<file path="src/rtl/cgts_pkg.sv">
package cgts_pkg;

    typedef enum logic [1:0] {
        ST_RUN    = 2'd0,
        ST_REFILL = 2'd1,
        ST_IDLE   = 2'd2
    } ctl_state_e;

    // (base + off) modulo n, for base < n and off <= n
    function automatic int unsigned wrap_idx(int unsigned base, int unsigned off, int unsigned n);
        int unsigned s;
        s = base + off;
        return (s >= n) ? s - n : s;
    endfunction

endpackage

</file>
<file path="src/rtl/cgts_rr_pick.sv">
module cgts_rr_pick #(
    parameter int N     = 4,
    parameter int TID_W = 2
) (
    input  logic [N-1:0]     cand,
    input  logic [TID_W-1:0] base,
    output logic             found,
    output logic [TID_W-1:0] pick
);
    import cgts_pkg::*;

    logic [N-1:0] rot;
    int unsigned  first;

    // rot[k-1] is the candidate k steps after base
    for (genvar k = 1; k <= N; k++) begin : g_rot
        assign rot[k-1] = cand[TID_W'(wrap_idx(32'(base), k, N))];
    end

    always_comb begin
        found = 1'b0;
        first = 0;
        for (int k = N - 1; k >= 0; k--) begin
            if (rot[k]) begin
                found = 1'b1;
                first = k;
            end
        end
        pick = TID_W'(wrap_idx(32'(base), first + 1, N));
    end

endmodule

</file>
<file path="src/rtl/cgts_ready_track.sv">
module cgts_ready_track #(
    parameter int N     = 4,
    parameter int TID_W = 2
) (
    input  logic             clk,
    input  logic             rst,
    input  logic [N-1:0]     resolve,
    input  logic             clr_en,
    input  logic [TID_W-1:0] clr_id,
    output logic [N-1:0]     ready
);
    logic [N-1:0] ready_d;

    always_comb begin
        ready_d = ready | resolve;
        if (clr_en) ready_d[clr_id] = 1'b0;
    end

    always_ff @(posedge clk) begin
        if (rst) ready <= '1;
        else     ready <= ready_d;
    end

endmodule

</file>
<file path="src/rtl/cgts_refill_timer.sv">
module cgts_refill_timer #(
    parameter int W = 4
) (
    input  logic         clk,
    input  logic         rst,
    input  logic         load,
    input  logic         dec,
    input  logic [W-1:0] depth,
    output logic         last
);
    logic [W-1:0] cnt_q;

    always_ff @(posedge clk) begin
        if (rst)                          cnt_q <= '0;
        else if (load)                    cnt_q <= depth;
        else if (dec && cnt_q != '0)      cnt_q <= cnt_q - 1'b1;
    end

    assign last = (cnt_q <= W'(1));

endmodule

</file>
<file path="src/rtl/cg_thread_switch.sv">
module cg_thread_switch #(
    parameter int NUM_CTX  = 4,
    parameter int REFILL_W = 4,
    localparam int TID_W   = (NUM_CTX > 1) ? $clog2(NUM_CTX) : 1
) (
    input  logic                clk,
    input  logic                rst,
    input  logic                long_miss,
    input  logic                short_stall,
    input  logic [NUM_CTX-1:0]  resolve,
    input  logic [REFILL_W-1:0] refill_depth,
    output logic [TID_W-1:0]    active_id,
    output logic                flush,
    output logic                fetch_valid
);
    import cgts_pkg::*;

    ctl_state_e         state_q, state_d;
    logic [TID_W-1:0]   active_q;
    logic [NUM_CTX-1:0] ready_q;
    logic [NUM_CTX-1:0] cand;
    logic               running, take_miss, found, do_switch, refill_last;
    logic [TID_W-1:0]   pick;
    logic               flush_q;

    assign running   = (state_q == ST_RUN);
    assign take_miss = running & long_miss;

    // candidates: ready now or resolving this cycle, minus a thread that is missing
    for (genvar i = 0; i < NUM_CTX; i++) begin : g_cand
        assign cand[i] = (ready_q[i] | resolve[i]) & ~(take_miss && active_q == TID_W'(i));
    end

    cgts_ready_track #(.N(NUM_CTX), .TID_W(TID_W)) u_ready (
        .clk(clk), .rst(rst), .resolve(resolve),
        .clr_en(take_miss), .clr_id(active_q), .ready(ready_q)
    );

    cgts_rr_pick #(.N(NUM_CTX), .TID_W(TID_W)) u_pick (
        .cand(cand), .base(active_q), .found(found), .pick(pick)
    );

    assign do_switch = found & (take_miss | (state_q == ST_IDLE));

    cgts_refill_timer #(.W(REFILL_W)) u_timer (
        .clk(clk), .rst(rst), .load(do_switch),
        .dec(state_q == ST_REFILL), .depth(refill_depth), .last(refill_last)
    );

    always_comb begin
        state_d = state_q;
        unique case (state_q)
            ST_RUN:    if (take_miss) state_d = found ? ST_REFILL : ST_IDLE;
            ST_REFILL: if (refill_last) state_d = ST_RUN;
            ST_IDLE:   if (found) state_d = ST_REFILL;
            default:   state_d = ST_RUN;
        endcase
    end

    always_ff @(posedge clk) begin
        if (rst) begin
            state_q  <= ST_RUN;
            active_q <= '0;
            flush_q  <= 1'b0;
        end else begin
            state_q  <= state_d;
            flush_q  <= do_switch;
            if (do_switch) active_q <= pick;
        end
    end

    assign active_id   = active_q;
    assign flush       = flush_q;
    assign fetch_valid = running & ~short_stall;

endmodule

</file>
<file path="config.mk">
export PLATFORM = sky130hd
export DESIGN_NAME = cg_thread_switch
export DESIGN_NICKNAME = d
export VERILOG_FILES = /design/src/rtl/cgts_pkg.sv /design/src/rtl/cgts_rr_pick.sv /design/src/rtl/cgts_ready_track.sv /design/src/rtl/cgts_refill_timer.sv /design/src/rtl/cg_thread_switch.sv
export SDC_FILE = /design/constraint.sdc
export NUM_CORES = 1
export LEC_CHECK = 0
export BUFFER_PORTS_ARGS = -buffer_cell sky130_fd_sc_hd__buf_4
export CORE_MARGIN = 2
export CORE_UTILIZATION = 58
export CTS_BUF_LIST = sky130_fd_sc_hd__clkbuf_16
export CTS_CLUSTER_DIAMETER = 150
export DETAILED_ROUTE_END_ITERATION = 7
export PLACE_DENSITY = 0.89
export SLEW_MARGIN = 20
export SYNTH_ARGS = -nofsm -noshare
export SYNTH_HDL_FRONTEND = slang
export SYNTH_SLANG_ARGS = --single-unit
</file>
<file path="constraint.sdc">
create_clock -name clk -period 5.9 [get_ports clk]
set_clock_uncertainty 0.15 [all_clocks]
set_input_delay 0.295 -clock clk [delete_from_list [all_inputs] [get_ports clk]]
set_output_delay 0.295 -clock clk [all_outputs]
set_load 0.005 [all_outputs]
</file>
# Word-level counts from Yosys, hierarchy flattened
# Cells that the tools add are included.
[classes] add_sub_neg=12 order_cmp=12 eq_ne=8 mux=31 n_bitwise=20 reduce_logical=11
[op_table] operator=">= comparator 32 x 3 -> 1 bit (second input constant)" count=1
[op_table] operator="two-way mux 2 bit" count=13
[op_table] operator="less-than comparator 2 x 3 -> 1 bit (second input constant)" count=5
[op_table] operator="two-way mux 4 bit" count=3
[op_table] operator="subtractor 2 x 1 -> 2 bit (second input constant)" count=5
[op_table] operator=">= comparator 3 bit (second input constant)" count=3
[op_table] operator="two-way mux 1 bit" count=9
[op_table] operator="binary-select mux 1 bit (select 2 bit)" count=4
[op_table] operator="AND 1 bit" count=7
[op_table] operator="adder 2 x 1 -> 3 bit (second input constant)" count=2
[op_table] operator="adder 2 x 2 -> 3 bit (second input constant)" count=2
[op_table] operator="equality test 2 bit (second input constant)" count=3
[op_table] operator="logical AND 1 bit" count=6
[op_table] operator="case mux 2 bit (3 select lines)" count=1
[op_table] operator="NOT 1 bit" count=5
[op_table] operator="bitwise OR 1 bit" count=5
[op_table] operator="adder 2 x 3 -> 4 bit" count=1
[op_table] operator="adder 2 x 3 -> 4 bit (second input constant)" count=1
[op_table] operator="AND 4 bit" count=1
[op_table] operator="equality test 2 x 1 -> 1 bit (second input constant)" count=2
[op_table] operator=">= comparator 4 x 3 -> 1 bit (second input constant)" count=1
[op_table] operator="less-or-equal comparator 4 x 1 -> 1 bit (second input constant)" count=1
[op_table] operator="logical NOT 2 bit" count=2
[op_table] operator="inequality test 2 bit (second input constant)" count=2
[op_table] operator="other kinds (9)" count=9
[totals] reg_bits=13 word_cells=99

# Logic depth before layout (Yosys ltp)
# Gate-level depths: netlist (run 1).
[depth] word_depth=15 mapped_depth=13 depth_no_buf=12

# By module
# A second synthesis (run 1) with hierarchy kept.
[hier_totals] hier_cells=104 hier_area_um2=854.6
[by_module_without_submodules] module="cgts_refill_timer" n_inst=1 cells_per_inst=33 area_per_inst_um2=281.5 seq_area_each_um2=80.1
[by_module_without_submodules] module="cg_thread_switch" n_inst=1 cells_per_inst=30 area_per_inst_um2=259.0 seq_area_each_um2=100.1
[by_module_without_submodules] module="cgts_rr_pick" n_inst=1 cells_per_inst=26 area_per_inst_um2=175.2 seq_area_each_um2=0.0
[by_module_without_submodules] module="cgts_ready_track" n_inst=1 cells_per_inst=15 area_per_inst_um2=138.9 seq_area_each_um2=80.1

# Worst setup path after synthesis (run 1)
# No wires, ideal clock.
[synth_path] path_type="register to register" from="register active_q[0], in the netlist active_id[0]" to="register active_q[1], in the netlist active_id[1]" t_arrival_ns=2.626 required_time_ns=5.688 slack_ns=3.062 path_stages_with_launch=14 n_path_buf=1 synth_period_minus_slack_ns=2.838 path_cell_list="dfxtp_1 clkbuf_1 inv_1 ha_1 and4bb_2 o32a_1 nand2_1 a21oi_1 a211o_1 ha_1 nor3_1 nand3_1 o311a_1 nand3_1"
[synth_via] elab_chain_len=14 elab_cells_between_ends=54 cone_classes="add/sub: 11; order compare: 5; eq/ne: 3; mux: 21; bitwise: 9; reduce/logical: 5"
[synth_rtl] item="from (decl)" line="cg_thread_switch.sv:19" text="logic [TID_W-1:0] active_q;"
[synth_rtl] item="from (signal assigned)" line="cg_thread_switch.sv:68" text="if (do_switch) active_q <= pick;"
[synth_rtl] item="branches (longest 14 deep; another with >= comparator 32 x 3 -> 1 bit)"
# Several ways; the timed one is not identified. The select of a mux whose other input is x is not followed.
# A chain may end at the register's enable or synchronous reset.

# Final worst setup path (run 1)
# Same ends and word-level chain as after synthesis.

==> results of run 1 <==
logic make-up after synthesis:
| family | count (synthesis) |
|---|---|
| mux | 1 |
| simple gates | 50 |
| xor+xnor | 2 |
| compound gates | 32 |
| buf+inv | 7 |
| flops | 13 |
| fa+ha+maj | 7 |
worst max path at each step:
stage | from | slack, ns | end
floorplan | active_id[0]$_SDFFE_PP0P_ | 3.06 | active_id[1]$_SDFFE_PP0P_
global placement | active_id[0]$_SDFFE_PP0P_ | 2.94 | active_id[1]$_SDFFE_PP0P_
detailed placement | active_id[0]$_SDFFE_PP0P_ | 2.84 | active_id[1]$_SDFFE_PP0P_
CTS | active_id[0]$_SDFFE_PP0P_ | 2.76 | active_id[1]$_SDFFE_PP0P_
global route | active_id[0]$_SDFFE_PP0P_ | 2.44 | active_id[1]$_SDFFE_PP0P_
finish | active_id[0]$_SDFFE_PP0P_ | 2.69 | active_id[1]$_SDFFE_PP0P_
synthesized netlist by cell type, drive strengths merged:
cell    instances
nor2           17
o311a           1
o21a            1
clkbuf          3
xnor2           2
inv             4
nor3            7
o32a            1
a211o           2
nand3b          1
nor4            2
nand3           2
o211ai          2
o21bai          1
a21o            1
nand2b          1
o311ai          2
nor2b           2
ha              7
and4bb          4
a222oi          1
o32ai           2
a211oi          3
nand2           7
mux4            1
dfxtp          13
and3            1
or2             4
a21oi           5
nand4b          1
o22ai           3
or3             1
o221ai          1
o21ai           6
sequential cells by signal, summed over array words and instances, names as in the netlist:
signal,count
active_id,2
flush,1
state_q,2
u_ready.ready,4
u_timer.cnt_q,4
power by group:
group / internal [W] / total (W) / leakage (nW) / switching, W
clock network: 0.0000904 / 0.000131 / 0.0409 / 0.0000409
logic: 0.0000870 / 0.000190 / 0.315 / 0.000103
registers: 0.000100 / 0.000120 / 0.107 / 0.0000194
total: 0.000278 / 0.000441 / 0.463 / 0.000164
area by class of cell:
class / instances / area share
clock buffers: 3 / 0.0648
clock inverters: 1 / 0.00432
inverters: 4 / 0.0130
multi-input cells: 92 / 0.579
flip-flops and latches: 13 / 0.225
well taps: 16 / 0.0173
repair buffers: 15 / 0.0972
tightest hold or removal path: stages:
cell and delay, ns:
buf_4 0.11, nand2_1 0.05, a21oi_1 0.05
layer usage:
layer / vias to the layer above / GRT usage / routed length, um
met3: 11 / 0.0735 / 245
li1: 460 / - / -
met1: 424 / 0.378 / 1030
met2: 63 / 0.414 / 1080
met4: 0 / 0.152 / 59
met5: - / 0 / 0
per-stage QoR:
step	utilization	area (sq um)	std cells	power (W)
finish	0.760	1160	144	0.000441
global route	0.760	1160	144	0.000467
CTS	0.760	1160	144	0.000437
detailed placement	0.708	1080	140	0.000300
global placement	0.708	1080	140	0.000295
floorplan	-	957	112	0.000255
==> flow_metrics.py, run 1 <==
metrics = {
    "cts": {
        "cts_root_buffer": "clkbuf_16",
        "clk_pin_slew_ns": 0.05,
        "insertion_delay_ns": 0.25,
        "cts_setup_buffers": 0,
        "ctsResizeCount": 0,
        "hold_buffers": 0,
        "clock_path_buffers": 2,
        "h-tree-depth": 1,
        "cts_tree": "yes",
        "cts_buffers": 3,
        "cts_num_sinks": 13,
    },
    "detailed_routing": {
        "drt_pass1_iterations": 4,
        "drc_errors": 0,
        "wire_per_inst_um": 16.8,
        "drt_iter0_drc": 40,
        "viasPerCell": 6.65,
        "wl_mm": 2.41,
        "num_vias": 958,
        "antenna_left": 0,
    },
    "setup_path": {
        "crit_chain": "inv_1 > ha_1 > and4bb_2 > nor2_1 > a211o_1 > a21oi_1 > a211o_1 > ha_1 > nor3_1 > nand3_1 > o311a_1 > nand3_1",
        "cp.buffers_inverters": 1,
        "cpPeakStageDelay_ns": 0.53,
        "critPathArrivalTime_ns": 3.25,
        "cp_max_fo": 12,
        "cp-end-kind": "flip-flop",
        "r2r_cells": 12,
        "rr_startpoint": "active_id[0]$_SDFFE_PP0P_",
        "reg2reg_slack_ns": 2.69,
        "crit_type": "flip-flop to flip-flop",
        "crit-reg2reg-capture": "active_id[1]$_SDFFE_PP0P_",
        "crit_cells": 12,
        "cp_slowest_cell": "dfxtp_1",
        "critPathLaunchType": "flip-flop",
        "crit_family": "simple AND/OR/NAND/NOR gates",
        "required_ns": 5.94,
    },
    "synth": {
        "synth_cells": 112,
        "synth_xor_xnor_area_share": 0.0183,
        "synth.net_count": 131,
        "synth_cell_type_count": 42,
        "netlist_top_cells_area": "dfxtp_1 (27%), ha_1 (9.2%), nor2_1 (5.5%)",
        "ys_ff_latch": 13,
        "synth_area_sq_um": 957,
        "synth_top_cell_by_area": "dfxtp_1",
        "yosysWarnings": 0,
        "syn_area_per_cell_sq_um": 8.55,
        "synth_top_family_by_area": "simple AND/OR/NAND/NOR gates",
        "synth-compound-area-share": 0.261,
        "synth_top_area_share": 0.272,
        "synth-simple-area-share": 0.306,
        "seq_area_frac_synth": 0.272,
        "muxShareOfSynthArea": 0.0235,
        "synthAdderAreaFrac": 0.0915,
    },
    "finish": {
        "nNetsFinal": 148,
        "fillers": 102,
        "regArea_sq_um": 260,
        "multiInputGateArea_sq_um": 671,
        "area_growth_pct": 21.0,
        "final_cell_mix": "buf_4 (15), nor2_1 (14), dfxtp_1 (13)",
        "layout-drive-gt1-share": 0.289,
        "diodes": 0,
        "final_common_cell": "buf_4",
    },
    "grt": {
        "grt_usage": 0.283,
        "grt_start_max_net_pins": 19,
        "grt_pass1_vias": 900,
        "antenna_found_initial": 0,
        "grt_pass1_wl_mm": 4.07,
        "grt_overflow": 0,
    },
    "sta": {
        "finalSetupTns_ns": 0,
        "tightest_slew_ns": 0.482,
        "rsz0062_at_grt": "no",
        "max-slew-margin-rel": 0.678,
        "finalHoldViolCount": 0,
        "drv_slew": 0,
        "fin_crit_ns": 3.21,
        "max_freq_mhz": 312,
        "setup_violations": 0,
        "hold_ws_ns": 0.152,
        "timing.final.crit_share": 0.543,
        "fin_ws_ns": 2.69,
    },
    "power_and_ir_drop": {
        "p_leak_nw": 0.463,
        "peakVddDrop_v": 0.000259,
        "p_per_area_nw_per_um2": 381,
    },
    "floorplanning": {
        "initial_utilization": 0.628,
        "die_x_um": 44.6,
        "pin_count": 16,
        "die_h_um": 44.6,
        "dieArea_sq_um": 1990,
        "core-area_sq_um": 1520,
        "rows": 14,
    },
    "worst_hold_path": {
        "hp-class": "input pin to flip-flop",
        "min_from": "refill_depth[1]",
        "hold_end": "u_timer.cnt_q[1]$_SDFFE_PP0P_",
        "hold_depth": 3,
    },
    "placed_design": {
        "port_buffers": 15,
        "dpl.hpwl_mm": 1.57,
        "gp_congestion": 0.897,
        "pre_cts_ws_ns": 2.84,
    },
    "run": {
        "max_cap_violations": 0,
    },
    "status": {
        "status": "completed",
    },
}
Note: power is estimated with default switching activity, not from simulation.
==> run 2, diff against run 1 <==
CORE_UTILIZATION = 49   (was 58)
PLACE_DENSITY = 0.81   (was 0.89)
clock period = 2.76 ns   (was 5.9 ns; I/O delays follow)
==> flow_metrics.py, run 2 (synthesized netlist as in run 1, its figures left out) <==
metrics = {
    "status": {
        "status": "completed",
    },
    "finish": {
        "area_growth_pct": 31.5,
        "nNetsFinal": 154,
        "final_common_cell": "buf_4",
        "reg_top3": "u_ready.ready: 4 flops, u_timer.cnt_q: 4 flops",
        "finalInstanceArea_sq_um": 1260,
        "layout-drive-gt1-share": 0.358,
        "diodes": 0,
        "final_cell_mix": "buf_4 (19), nor2_1 (13), dfxtp_1 (11)",
        "final_util": 0.706,
        "final_cells": 159,
    },
    "setup_path": {
        "cp_slowest_cell": "dfxtp_2",
        "cp-end-kind": "flip-flop",
        "rr_startpoint": "active_id[1]$_SDFFE_PP0P_",
        "r2r_cells": 11,
        "critPathArrivalTime_ns": 2.73,
        "endpoint": "active_id[1]$_SDFFE_PP0P_",
        "crit-reg2reg-capture": "active_id[1]$_SDFFE_PP0P_",
        "critPathLaunchType": "flip-flop",
        "required_ns": 2.80,
        "cp_max_fo": 5,
        "crit_start": "active_id[1]$_SDFFE_PP0P_",
        "crit_type": "flip-flop to flip-flop",
        "crit_chain": "inv_2 > ha_1 > and4bb_2 > o22ai_2 > o311ai_0 > a211o_1 > ha_2 > nor3_4 > nand2_1 > a21o_1 > nand3_1",
        "reg2reg_slack_ns": 0.07,
        "cpPeakStageDelay_ns": 0.38,
    },
    "detailed_routing": {
        "wl_mm": 2.57,
        "num_vias": 958,
        "drc_errors": 0,
        "drt_pass1_iterations": 4,
        "viasPerCell": 6.03,
        "antenna_left": 0,
        "wire_per_inst_um": 16.2,
        "drt_iter0_drc": 73,
    },
    "floorplanning": {
        "die_h_um": 48.2,
        "core-area_sq_um": 1780,
        "die_x_um": 48.2,
        "dieArea_sq_um": 2320,
        "pin_count": 16,
        "initial_utilization": 0.537,
        "rows": 15,
    },
    "placed_design": {
        "gp_congestion": 0.912,
        "dpl.hpwl_mm": 1.73,
        "post-place-cells": 153,
        "pre_cts_ws_ns": -0.0724,
        "placed_area_sq_um": 1120,
        "port_buffers": 15,
    },
    "grt": {
        "busiest_layer": "met2",
        "grt_pass1_wl_mm": 3.97,
        "use_met3": 0.0963,
        "grt_start_max_net_pins": 19,
        "grt_usage": 0.251,
        "met1_usage": 0.310,
        "use_met2": 0.400,
        "grt_pass1_vias": 903,
        "grt_overflow": 0,
        "antenna_found_initial": 0,
    },
    "cts": {
        "clock_path_buffers": 2,
        "clk_pin_slew_ns": 0.05,
        "cts_setup_buffers": 0,
        "cts_root_buffer": "clkbuf_16",
        "cts_num_sinks": 13,
        "cts_buffers": 3,
        "insertion_delay_ns": 0.25,
        "h-tree-depth": 1,
        "cts_tree": "yes",
    },
    "sta": {
        "setup_violations": 0,
        "drv_slew": 0,
        "tightest_slew_ns": 0.504,
        "max_freq_mhz": 372,
        "finalHoldViolCount": 0,
        "max-slew-margin-rel": 0.664,
        "fin_crit_ns": 2.69,
        "fin_ws_ns": 0.0702,
        "timing.final.crit_share": 0.975,
    },
    "power_and_ir_drop": {
        "peakVddDrop_v": 0.000569,
        "p_per_area_nw_per_um2": 816,
        "p_leak_nw": 0.484,
    },
    "run": {
        "max_cap_violations": 0,
    },
    "worst_hold_path": {
        "hp-class": "input pin to flip-flop",
    },
}
==> run 2: per-stage QoR <==
stage / setup TNS, ns / hold slack (ns) / power [W]
after detailed placement: -0.0724 / 0.240 / 0.000678
final: 0 / 0.0388 / 0.00103
after global placement: 0 / 0.225 / 0.000663
after global routing: -0.000188 / 0.0781 / 0.00109
after CTS: 0 / 0.0412 / 0.000976
after floorplan: 0 / 0.124 / 0.000546
==> run 2: how the worst min path moves through the flow <==
stage | start | to | slack, ns | cells past startpoint
2_1_floorplan | refill_depth[1] | u_timer.cnt_q[1]$_SDFFE_PP0P_ | 0.12 | 2
3_3_place_gp | refill_depth[2] | u_timer.cnt_q[2]$_SDFFE_PP0P_ | 0.23 | 3
3_5_place_dp | refill_depth[2] | u_timer.cnt_q[2]$_SDFFE_PP0P_ | 0.24 | 3
4_1_cts | refill_depth[3] | u_timer.cnt_q[3]$_SDFFE_PP0P_ | 0.04 | 3
5_1_grt | refill_depth[3] | u_timer.cnt_q[3]$_SDFFE_PP0P_ | 0.08 | 3
6_report | refill_depth[3] | u_timer.cnt_q[3]$_SDFFE_PP0P_ | 0.04 | 3
==> run 2: critical path, delay by kind of cell, from the launching register on <==
family | cells | cell delay [ns]
AOI/OAI and AO/OA | 4 | 0.94
and+or+nand+nor | 4 | 0.64
adders and majority gates | 2 | 0.40
DFF | 1 | 0.38
buffers and inverters | 1 | 0.10
==> run 2: layout make-up <==
| type | instances | area (sq um) |
|---|---|---|
| Inverter | 4 | 15.0 |
| Fill cell | 142 | 524 |
| Multi-Input combinational cell | 92 | 707 |
| Timing Repair Buffer | 21 | 163 |
| Tap cell | 25 | 31.3 |
| Sequential cell | 13 | 263 |
| Clock inverter | 1 | 5.00 |
| Clock buffer | 3 | 75.1 |
==> run 2: routing by layer <==
metal  part of all wire  up-vias
li1                   -      471
met1               0.43      427
met2               0.47       54
met3              0.083        6
met4              0.012        0
met5                  0        -
==> run 2: timing repair <==
item	4_1_cts	5_1_grt
endpoints found under the hold margin	2	0
hold buffers	2	0
gates resized for setup	3	8
endpoints found under the setup margin	1	1
pin swaps	0	1
cloned	0	0
==> run 2: report_power, final <==
part           total, W  internal [W]  leakage (nW)  switching, W
clock network  0.000279      0.000193        0.0409     0.0000863
logic          0.000502      0.000237         0.336      0.000265
registers      0.000246      0.000217         0.108     0.0000290
==> run 3, diff against run 2 <==
RECOVER_POWER = 50   (was not set)
==> flow_metrics.py, run 3 (synthesized netlist as in run 1, its figures left out) <==
metrics = {
    "status": {
        "status": "completed",
    },
    "power_and_ir_drop": {
        "p_int_w": 0.000645,
        "peakVddDrop_v": 0.000569,
        "p_seq_frac": 0.239,
        "p_per_area_nw_per_um2": 817,
        "power_frac_comb": 0.488,
        "p_switching_w": 0.000380,
        "p_leak_nw": 0.486,
        "clockPowerShare": 0.273,
        "p_sw_frac": 0.371,
    },
    "placed_design": {
        "dpl.hpwl_mm": 1.73,
        "port_buffers": 15,
        "gp_congestion": 0.912,
    },
    "detailed_routing": {
        "drt_pass1_iterations": 4,
        "num_vias": 943,
        "wl_mm": 2.55,
        "antenna_left": 0,
        "drt_iter0_drc": 78,
        "drc_errors": 0,
        "wire_per_inst_um": 16.1,
        "viasPerCell": 5.93,
    },
    "cts": {
        "cts_num_sinks": 13,
        "h-tree-depth": 1,
        "cts_root_buffer": "clkbuf_16",
        "cts_setup_buffers": 0,
        "clk_pin_slew_ns": 0.05,
        "clock_path_buffers": 2,
        "insertion_delay_ns": 0.25,
        "cts_tree": "yes",
        "cts_buffers": 3,
    },
    "grt": {
        "grt_overflow": 0,
        "grt_usage": 0.251,
        "grt_pass1_wl_mm": 3.97,
        "grt_start_max_net_pins": 19,
        "antenna_found_initial": 0,
        "grt_pass1_vias": 903,
    },
    "setup_path": {
        "crit_chain": "inv_2 > ha_1 > and4bb_2 > o22ai_2 > o311ai_0 > a211o_1 > ha_2 > nor3_4 > nand2_1 > a21o_1 > nand3_1",
        "crit_type": "flip-flop to flip-flop",
        "required_ns": 2.80,
        "cp_slowest_cell": "dfxtp_2",
        "cp.buffers_inverters": 1,
        "cp_max_fo": 5,
        "critPathArrivalTime_ns": 2.70,
        "cpPeakStageDelay_ns": 0.38,
        "cp-end-kind": "flip-flop",
        "critPathLaunchType": "flip-flop",
        "crit_family": "compound AO/OA/AOI/OAI gates",
    },
    "finish": {
        "multiInputGateArea_sq_um": 703,
        "area_growth_pct": 31.1,
        "final_cell_mix": "buf_4 (18), nor2_1 (13), dfxtp_1 (11)",
        "diodes": 0,
        "layout-drive-gt1-share": 0.351,
        "reg_top3": "u_ready.ready: 4 flops, u_timer.cnt_q: 4 flops",
        "final_util": 0.704,
        "fillers": 141,
        "nNetsFinal": 154,
        "final_common_cell": "buf_4",
        "regArea_sq_um": 263,
    },
    "floorplanning": {
        "die_h_um": 48.2,
        "initial_utilization": 0.537,
        "die_x_um": 48.2,
        "dieArea_sq_um": 2320,
        "core-area_sq_um": 1780,
        "rows": 15,
        "pin_count": 16,
    },
    "sta": {
        "tightest_slew_ns": 0.508,
        "finalHoldViolCount": 0,
        "max-slew-margin-rel": 0.661,
        "fin_crit_ns": 2.66,
        "drv_slew": 0,
        "max_freq_mhz": 376,
        "setup_violations": 0,
        "finalSetupTns_ns": 0,
        "timing.final.crit_share": 0.964,
    },
    "run": {
        "max_cap_violations": 0,
    },
    "worst_hold_path": {
        "hp-class": "input pin to flip-flop",
    },
}
run 3: changes by cell type in the layout (fill, tap and decap cells not counted), sizes merged:
cell    change
clkbuf      +1
buf         -1
run 3: tightest hold or removal path, delay by kind of cell:
kind | cells | cell delay [ns]
AND/OR/NAND/NOR | 1 | 0.09
AO/OA/AOI/OAI | 1 | 0.05
buffers and inverters | 1 | 0.11
run 3: repair_timing:
action,in CTS,in global routing
hold buffers,2,0
endpoints found under the setup margin,1,1
endpoints found under the hold margin,2,0
pin swaps,0,1
resized for setup,3,8
run 3: worst paths after layout:
check,start,to,slack [ns],cells after the start
min,refill_depth[3],u_timer.cnt_q[3]$_SDFFE_PP0P_,0.04,3
max,active_id[1]$_SDFFE_PP0P_,active_id[1]$_SDFFE_PP0P_,0.1,11
max reg2reg,active_id[1]$_SDFFE_PP0P_,active_id[1]$_SDFFE_PP0P_,0.1,11
min reg2reg,u_timer.cnt_q[2]$_SDFFE_PP0P_,u_timer.cnt_q[2]$_SDFFE_PP0P_,0.41,2
run 3: final cells by class:
class,instances,area share
clock buffer,3,0.0598
clock inverter,1,0.00399
inverter,4,0.0120
multi-input combinational,92,0.560
sequential,13,0.209
tap,25,0.0249
timing repair buffer,21,0.130
run 3: through the flow:
stage | setup slack [ns] | hold slack, ns | cells | total power (W) | cell area [sq um]
global placement | 0.101 | 0.225 | 153 | 0.000663 | 1120
finish | 0.0995 | 0.0382 | 159 | 0.00103 | 1250
floorplan | 0.0296 | 0.124 | 112 | 0.000546 | 958
detailed placement | -0.0724 | 0.240 | 153 | 0.000678 | 1120
global route | -0.000183 | 0.0781 | 159 | 0.00108 | 1250
CTS | 0.0189 | 0.0412 | 159 | 0.000976 | 1230
run 3: power by group through the flow:
stage | logic, W | clock network, W | registers [W]
6_report | 0.000500 | 0.000280 | 0.000246
5_1_grt | 0.000545 | 0.000292 | 0.000248
4_1_cts | 0.000454 | 0.000281 | 0.000241
3_5_place_dp | 0.000436 | 0 | 0.000242
3_3_place_gp | 0.000423 | 0 | 0.000239
2_1_floorplan | 0.000303 | 0 | 0.000243
run 3: metal layers:
metal	vias to the layer above	global-route usage	wire [um]
met2	44	0.400	1240
met4	0	0.0811	23
met3	4	0.0963	197
met5	-	0	0
li1	467	-	-
met1	428	0.310	1100
